===== src/rtl/ring_fetch_pkg.sv =====
package ring_fetch_pkg;
    typedef enum logic [2:0] {
        S_IDLE    = 3'd0,
        S_FETCH   = 3'd1,
        S_DELIVER = 3'd2,
        S_SCAN    = 3'd3,
        S_WBACK   = 3'd4
    } fe_state_t;

    localparam logic [7:0] PAD_OPCODE = 8'h00;
    localparam int         LOG2_MIN   = 6;
    localparam int         LOG2_MAX   = 62;
    localparam int         SKIP_W     = 14;
    localparam int         DW_BYTES   = 4;
endpackage


===== src/rtl/ring_hdr_split.sv =====
module ring_hdr_split
    import ring_fetch_pkg::*;
(
    input  logic [29:0]       hdr_lo,
    output logic [7:0]        opcode,
    output logic [7:0]        subop,
    output logic [SKIP_W-1:0] skip,
    output logic              is_pad
);
    always_comb begin
        opcode = hdr_lo[7:0];
        subop  = hdr_lo[15:8];
        skip   = hdr_lo[29:16];
        is_pad = (hdr_lo[7:0] == PAD_OPCODE);
    end
endmodule


===== src/rtl/ring_ptr_step.sv =====
module ring_ptr_step
    import ring_fetch_pkg::*;
#(
    parameter int OFS_W = 64
) (
    input  logic [OFS_W-1:0]  rptr,
    input  logic [5:0]        size_log2,
    input  logic [SKIP_W-1:0] skip,
    output logic [OFS_W-1:0]  nxt_plain,
    output logic [OFS_W-1:0]  nxt_skip
);
    logic [5:0]       lg_eff;
    logic [OFS_W-1:0] wrap_mask;
    logic [OFS_W-1:0] after_hdr;
    logic [OFS_W-1:0] skip_bytes;

    always_comb begin
        if (int'(size_log2) < LOG2_MIN)      lg_eff = 6'(LOG2_MIN);
        else if (int'(size_log2) > LOG2_MAX) lg_eff = 6'(LOG2_MAX);
        else                                 lg_eff = size_log2;
        // shift of OFS_W or more leaves zero, so the mask becomes all ones
        wrap_mask  = ~({OFS_W{1'b1}} << lg_eff);
        after_hdr  = rptr + OFS_W'(DW_BYTES);
        skip_bytes = OFS_W'({skip, 2'b00});
        nxt_plain  = after_hdr & wrap_mask;
        nxt_skip   = (after_hdr + skip_bytes) & wrap_mask;
    end
endmodule


===== src/rtl/ring_fetch_fe.sv =====
module ring_fetch_fe
    import ring_fetch_pkg::*;
#(
    parameter int AW    = 64,
    parameter int OFS_W = 64
) (
    input  logic             clk,
    input  logic             rst_n,
    input  logic [AW-1:0]    cfg_base,
    input  logic [5:0]       cfg_size_log2,
    input  logic [AW-1:0]    cfg_wb_addr,
    input  logic             wptr_wr,
    input  logic [OFS_W-1:0] wptr_val,
    output logic             rd_req,
    output logic [AW-1:0]    rd_addr,
    input  logic             rd_ack,
    input  logic [31:0]      rd_data,
    output logic             wr_req,
    output logic [AW-1:0]    wr_addr,
    output logic [OFS_W-1:0] wr_data,
    input  logic             wr_ack,
    output logic             hdr_valid,
    output logic [31:0]      hdr_data,
    output logic [7:0]       hdr_opcode,
    output logic [7:0]       hdr_subop,
    input  logic             hdr_ready,
    output logic             busy
);
    fe_state_t         state, state_nx;
    logic [OFS_W-1:0]  rptr_q, wptr_q;
    logic [31:0]       hdr_q;
    logic [7:0]        in_opcode, in_subop;
    logic [SKIP_W-1:0] in_skip;
    logic              in_pad;
    logic [OFS_W-1:0]  step_plain, step_skip;
    logic              wb_en;

    assign wb_en = (cfg_wb_addr != '0);

    ring_hdr_split u_split (
        .hdr_lo (rd_data[29:0]),
        .opcode (in_opcode),
        .subop  (in_subop),
        .skip   (in_skip),
        .is_pad (in_pad)
    );

    ring_ptr_step #(.OFS_W(OFS_W)) u_step (
        .rptr      (rptr_q),
        .size_log2 (cfg_size_log2),
        .skip      (in_skip),
        .nxt_plain (step_plain),
        .nxt_skip  (step_skip)
    );

    // state register and queue state
    always_ff @(posedge clk) begin
        if (!rst_n) begin
            state  <= S_IDLE;
            rptr_q <= '0;
            wptr_q <= '0;
            hdr_q  <= '0;
        end else begin
            state <= state_nx;
            if (wptr_wr) wptr_q <= wptr_val;
            if (state == S_FETCH && rd_ack) begin
                hdr_q  <= rd_data;
                rptr_q <= in_pad ? step_skip : step_plain;
            end
        end
    end

    // transitions
    always_comb begin
        state_nx = state;
        unique case (state)
            S_IDLE: begin
                if (wptr_wr) begin
                    if (wptr_val != rptr_q) state_nx = S_FETCH;  // start
                    else if (wb_en)         state_nx = S_WBACK;  // flush
                end else if (wptr_q != rptr_q) begin
                    state_nx = S_FETCH;                          // resume
                end
            end
            S_FETCH:   if (rd_ack) state_nx = in_pad ? S_SCAN : S_DELIVER;
            S_DELIVER: if (hdr_ready) state_nx = S_SCAN;         // accept
            S_SCAN: begin
                if (wptr_q != rptr_q) state_nx = S_FETCH;        // continue
                else if (wb_en)       state_nx = S_WBACK;        // drain with writeback
                else                  state_nx = S_IDLE;         // drain quiet
            end
            S_WBACK:   if (wr_ack) state_nx = S_IDLE;            // done
            default:   state_nx = S_IDLE;
        endcase
    end

    // outputs
    always_comb begin
        rd_req     = (state == S_FETCH);
        rd_addr    = cfg_base + AW'(rptr_q);
        wr_req     = (state == S_WBACK);
        wr_addr    = cfg_wb_addr;
        wr_data    = rptr_q;
        hdr_valid  = (state == S_DELIVER);
        hdr_data   = hdr_q;
        hdr_opcode = hdr_q[7:0];
        hdr_subop  = hdr_q[15:8];
        busy       = (state != S_IDLE);
    end
endmodule


===== config.mk =====
export PLATFORM = sky130hd
export DESIGN_NAME = ring_fetch_fe
export DESIGN_NICKNAME = d
export VERILOG_FILES = /design/src/rtl/ring_fetch_pkg.sv /design/src/rtl/ring_hdr_split.sv /design/src/rtl/ring_ptr_step.sv /design/src/rtl/ring_fetch_fe.sv
export SDC_FILE = /design/constraint.sdc
export NUM_CORES = 1
export LEC_CHECK = 0
export BUFFER_PORTS_ARGS = -buffer_cell sky130_fd_sc_hd__buf_2
export CORE_MARGIN = 4
export CORE_UTILIZATION = 50
export CTS_CLUSTER_SIZE = 8
export DETAILED_ROUTE_END_ITERATION = 10
export GPL_ROUTABILITY_DRIVEN = 0
export PLACE_DENSITY_LB_ADDON = 0.3
export SYNTH_ARGS = -nofsm -noshare
export SYNTH_HDL_FRONTEND = slang
export SYNTH_SLANG_ARGS = --single-unit

===== constraint.sdc =====
create_clock -name clk -period 4.5 [get_ports clk]
set_input_delay 0.675 -clock clk [delete_from_list [all_inputs] [get_ports clk]]
set_output_delay 0.675 -clock clk [all_outputs]
set_load 0.02 [all_outputs]

* After elaboration in Yosys (flattened, before gate mapping)
Index checks and enable logic that the tools add are counted.
** Word-level totals
- Bits in registers :: 163
- Input bits :: 236
- Output and inout port bits :: 244
** Operators by class
- Add/subtract/negate cells :: 3
- $lt $le $gt $ge :: 2
- Eq/ne operators :: 11
- Shift operators :: 1
- Multiplexer cells :: 14
- Bitwise logic cells :: 3
- Reduce and logical (&&, ||, !) cells :: 6
** Operator list (number)
- 64-bit bitwise AND :: 2
- 64-bit != test :: 2
- 64-bit by 16-bit adder with 64-bit output :: 1
- 64-bit by 3-bit adder with 64-bit output (second input constant) :: 1
- 64-bit adder :: 1
- 64-bit two-way mux :: 1
- 64-bit NOT :: 1
- 64-bit nonzero test :: 1
- 64-bit by 6-bit << shifter with 64-bit output (first input constant) :: 1
- 3-bit two-way mux :: 9
- 3-bit case mux with 5 select lines :: 1
- 6-bit two-way mux :: 2
- 8-bit logical NOT :: 1
- 3-bit by 2-bit == test with 1-bit output (second input constant) :: 2
- 6-bit > comparator (second input constant) :: 1
- 6-bit by 3-bit < comparator with 1-bit output (second input constant) :: 1
- 2-bit by 1-bit != test with 1-bit output (second input constant) :: 3
- 5-bit AND reduction :: 1
- 4-bit != test (second input constant) :: 1
- 3-bit by 1-bit == test with 1-bit output (second input constant) :: 1
- 3-bit == test (second input constant) :: 1
- 3-bit logical NOT :: 1
- 3-bit != test (second input constant) :: 1
- 3-bit nonzero test :: 1
- other kinds (2) :: 2

* Longest topological paths before layout
- Depth after elaboration :: 7
- Gate-level depth with buffers :: 18
- Depth with buffers taken out :: 16

* Hierarchy
A second synthesis with hierarchy kept.
** Unflattened totals
- Cells, all modules :: 2274
- Area, all modules :: 17461.7 um2
** Modules (own cells, without submodules)
- ring_fetch_fe :: times used 1, cells an instance 1474, area each 12413.2 um2, seq. area each 3263.1 um2
- ring_ptr_step :: times used 1, cells an instance 767, area each 4804.6 um2, seq. area each 0.0 um2
- ring_hdr_split :: times used 1, cells an instance 33, area each 244.0 um2, seq. area each 0.0 um2

* Least setup slack after synthesis
Ideal clock, no wire load.
- Path type :: input port to output port
- Start point :: input port cfg_base[0]
- End point :: output port rd_addr[48]
- Arrival :: 3.995 ns
- Setup slack :: -0.170 ns
- Cell stages on the path :: 13
- Path buffers :: 0
- Cell sequence :: ha_1 > inv_1 > fa_1 > nor2b_1 > o31ai_1 > a21oi_1 > o2111ai_1 > a21bo_2 > a2111oi_0 > nor2_1 > a31o_2 > o21a_1 > o311ai_0
** On the way
- Word-level cells in the longest chain between the ends :: 1
** Ends and longest elaborated chain
- start, declared :: line ring_fetch_fe.sv:9 : input logic [AW-1:0] cfg_base,
- 64-bit adder :: line ring_fetch_fe.sv:100 : rd_addr = cfg_base + AW'(rptr_q);
- end, declared :: line ring_fetch_fe.sv:15 : output logic [AW-1:0] rd_addr,
Every way passes these cells.

* Final worst setup path
- Start point :: register rptr_q[2] (netlist: wr_data[2])
- End point :: output port rd_addr[57]
** On the way
- Word-level cells in the longest chain between the ends :: 1
** Ends and longest elaborated chain
- start, declared :: line ring_fetch_fe.sv:30 : logic [OFS_W-1:0] rptr_q, wptr_q;
- start signal, assigned :: line ring_fetch_fe.sv:68 : rptr_q <= in_pad ? step_skip : step_plain;
- 64-bit adder :: line ring_fetch_fe.sv:100
Every way passes these cells.

==> reports/metrics.csv <==
metric;value;unit
yosys_warnings;0;
port_buf_inserts;478;
die_width;187.2;µm
drive_gt1_share;27.95;%
yosysMostFrequentCell;nand2_1;
synth_nets;2453;
cts_buffers;17;
vdd_drop_max;0.0002368;V
yosys.area.top_type_share;20.20;%
post_synth_most_frequent_cells;nand2_1, dfxtp_1, a21oi_1;
num-nets-final;2873;
post_synth_xor_area_fraction;10.09;%
synth.ff_latch_count;162;
max-cap-violations;0;
fill_cells;2929;
finClkSkew;15.81;ps
dieHeight;187.2;µm
netlist.top_cell.by_area;dfxtp_1;
cts_max_level;4;
status;finished clean;
drt-wirelength-per-cell;23.52;µm
cp_data_required_time;3830;ps
grt_antenna_before_repair;8;
ctsRootBufferMaster;clkbuf_16;
synth_enable_flop_cells;0;
setup_viol_count_final;0;
finalCriticalPeriod;4470;ps
grt_pass1_wl;103500;µm
via_count_of_the_first_global_routing_pass;18110;
reg_to_reg_slack_setup;210;ps
post-route-worst-setup-slack;30.35;ps
crit_path_start_kind;register;
first_iter_violations;2285;
synth.mux.area_fraction;4.613;%
core.rowCount;65;
avgSynthCellArea;7.517;µm²
totalWireLength;69960;µm
cp.arrival;3790;ps
vias_per_cell;6.362;
clk_latency;450;ps
place.detailed.hpwl;56390;µm
core;31640;µm²
global_route.usage.total;37.21;%
hold_path_class;in -> reg;
drt_drc_violations_left;0;
dp_worst_setup_slack;-235.7;ps
ios;480;
synth_compound_area_share;22.64;%
final-instance-count-excl-fill;2974;
critPathCaptureType;output pin;
flow.area_growth_from_synthesis;22.41;%
cts.sink_count;162;
post_route_clock_period_utilization;99.33;%
grt_start_max_net_pins;78;
post_synth_fa_ha_maj_area_fraction;6.406;%
critPathMaxFanout;5;
drt_pre_antenna_iters;6;
synth_sequential_area_ratio;20.20;%
async_flop_share;0;%
die-area;35040;µm²
report.final.slew_viol_count;0;
synth_top_area_cells;dfxtp_1, ha_1, xnor2_1;
synth_cell_type_count;85;
syn_inst;2136;
power-per-cell-area;213.5;nW/µm²
final-hold-violation-count;0;
detail-route-antenna-nets;0;
fmaxAchievable;0.2237;GHz
path_clk_slew;80;ps
slew_headroom;26.00;%
worstSetupPathType;reg -> out;
mappedNetlistArea;16060;µm²
vias;18920;
worst_pin_slew;1110;ps
tritoncts;done;
remaining_global_route_overflow;0;
total_leakage_power;8.869;nW
synth-main-ff-cell;dfxtp_1;
post-place-cells;2937;
initial_utilization;50.75;%
post_synth_and_or_nand_nor_area_fraction;26.75;%
largest_family_of_logic_cells_by_synthesized_area;simple AND/OR/NAND/NOR gates;
cts-root-to-sink-buffers;2;
## power breakdown
group	switching [mW]	internal (mW)	total, mW
registers	0.0656	1.50	1.57
logic	0.726	0.429	1.16
clock network	0.728	0.743	1.47
total	1.52	2.68	4.20
## worst max-delay path: stages (launching register included)
cell	delay (ps)
dfxtp_4	360
ha_4	260
buf_4	110
o21ai_1	80
o21bai_1	260
a21oi_2	100
o211ai_1	390
a21oi_1	140
buf_4	170
a211oi_4	300
a41o_1	300
a21bo_2	170
buf_6	120
a41oi_2	120
a311oi_2	260
buf_2	200
## cell families (layout without fill, tap and decap cells)
kind of cell,Yosys count,count (layout)
AOI/OAI and AO/OA,546,546
xor gates and xnor gates,185,185
muxes,74,74
DFF,162,162
other,1,4
buffers and inverters,293,726
and+or+nand+nor,794,794
adders and majority gates,81,81
## metal layers
metal  global-route usage [%]  routed length, µm
met5                        0                 76
met4                    26.00               6158
met3                    9.052               7489
met2                    60.34              30980
met1                    43.19              25250
## cells in the final DEF (no fill, tap or decap), types with 7 or more instances in the layout
cell type / netlist / routed
a2111oi_0: 15 / 11
a211oi_1: 19 / 17
a21boi_0: 46 / 46
a21o_1: 46 / 46
a21oi_1: 126 / 123
a22o_1: 10 / 10
a31oi_1: 13 / 12
and2_1: 29 / 27
and3_1: 13 / 13
and4_1: 10 / 10
buf_2: 26 / 475
buf_4: 86 / 140
clkbuf_16: 0 / 17
dfxtp_1: 162 / 157
ha_1: 79 / 74
inv_1: 77 / 77
mux2i_1: 74 / 74
nand2_1: 192 / 191
nand2b_1: 40 / 40
nand3_1: 46 / 46
nand4_1: 70 / 70
nor2_1: 100 / 99
nor2b_1: 100 / 99
nor3_1: 65 / 65
nor4_1: 55 / 55
o2111ai_1: 12 / 10
o211ai_1: 13 / 13
o21a_1: 14 / 14
o21ai_0: 101 / 94
o21ai_1: 6 / 12
o21bai_1: 13 / 13
o22ai_1: 25 / 25
o2bb2ai_1: 8 / 8
o31a_1: 7 / 7
o31ai_1: 17 / 16
or2_2: 13 / 13
or3_1: 19 / 19
or4_1: 9 / 9
xnor2_1: 99 / 99
xor2_1: 86 / 86
## registers in the layout (all words and copies together), names as in the netlist
signal / cells
wptr_q: 64
wr_data: 63
hdr_data: 32
state: 3
## metrics by stage
step | setup TNS, ps | total power [mW] | area [µm²] | hold WS (ps) | utilization (%)
6_report | 0 | 4.195 | 19650 | 465.2 | 62.12
5_1_grt | -303.1 | 4.359 | 19650 | 460.3 | 62.11
4_1_cts | -27.25 | 4.173 | 19470 | 448.1 | 61.53
3_5_place_dp | -1930 | 2.712 | 18790 | 458.0 | 59.39
3_3_place_gp | -1214 | 2.688 | 18790 | 448.1 | 59.39
2_1_floorplan | 0 | 2.314 | 16060 | 475.9 | -
## layout make-up
cell class | count | area, µm² | share of cell area [%]
inverters | 77 | 289.0 | 1.471
flip-flops and latches | 162 | 3254 | 16.56
well taps | 402 | 503.0 | 2.559
repair buffers | 617 | 3451 | 17.56
clock buffers | 17 | 425.4 | 2.165
clock inverters | 15 | 161.4 | 0.8212
multi-input cells | 1681 | 11560 | 58.83
diodes | 3 | 7.507 | 0.03820
## final timing paths
path	start	endpoint	cells after the start
setup / recovery	wr_data[2]	rd_addr[57]	15
hold / removal	rd_data[12]	hdr_data[12]	3
setup reg to reg	wr_data[7]	wr_data[55]	18
hold reg to reg	hdr_data[26]	hdr_data[26]	2
## repair_timing
action                                  4_1_cts  5_1_grt
endpoints found under the setup margin       19       23
pin swaps                                     8       17
hold buffers                                  0        0
buffers inserted                              0        4
gates resized for setup                      23       35
No activity file was read; power rests on OpenSTA's default activity.
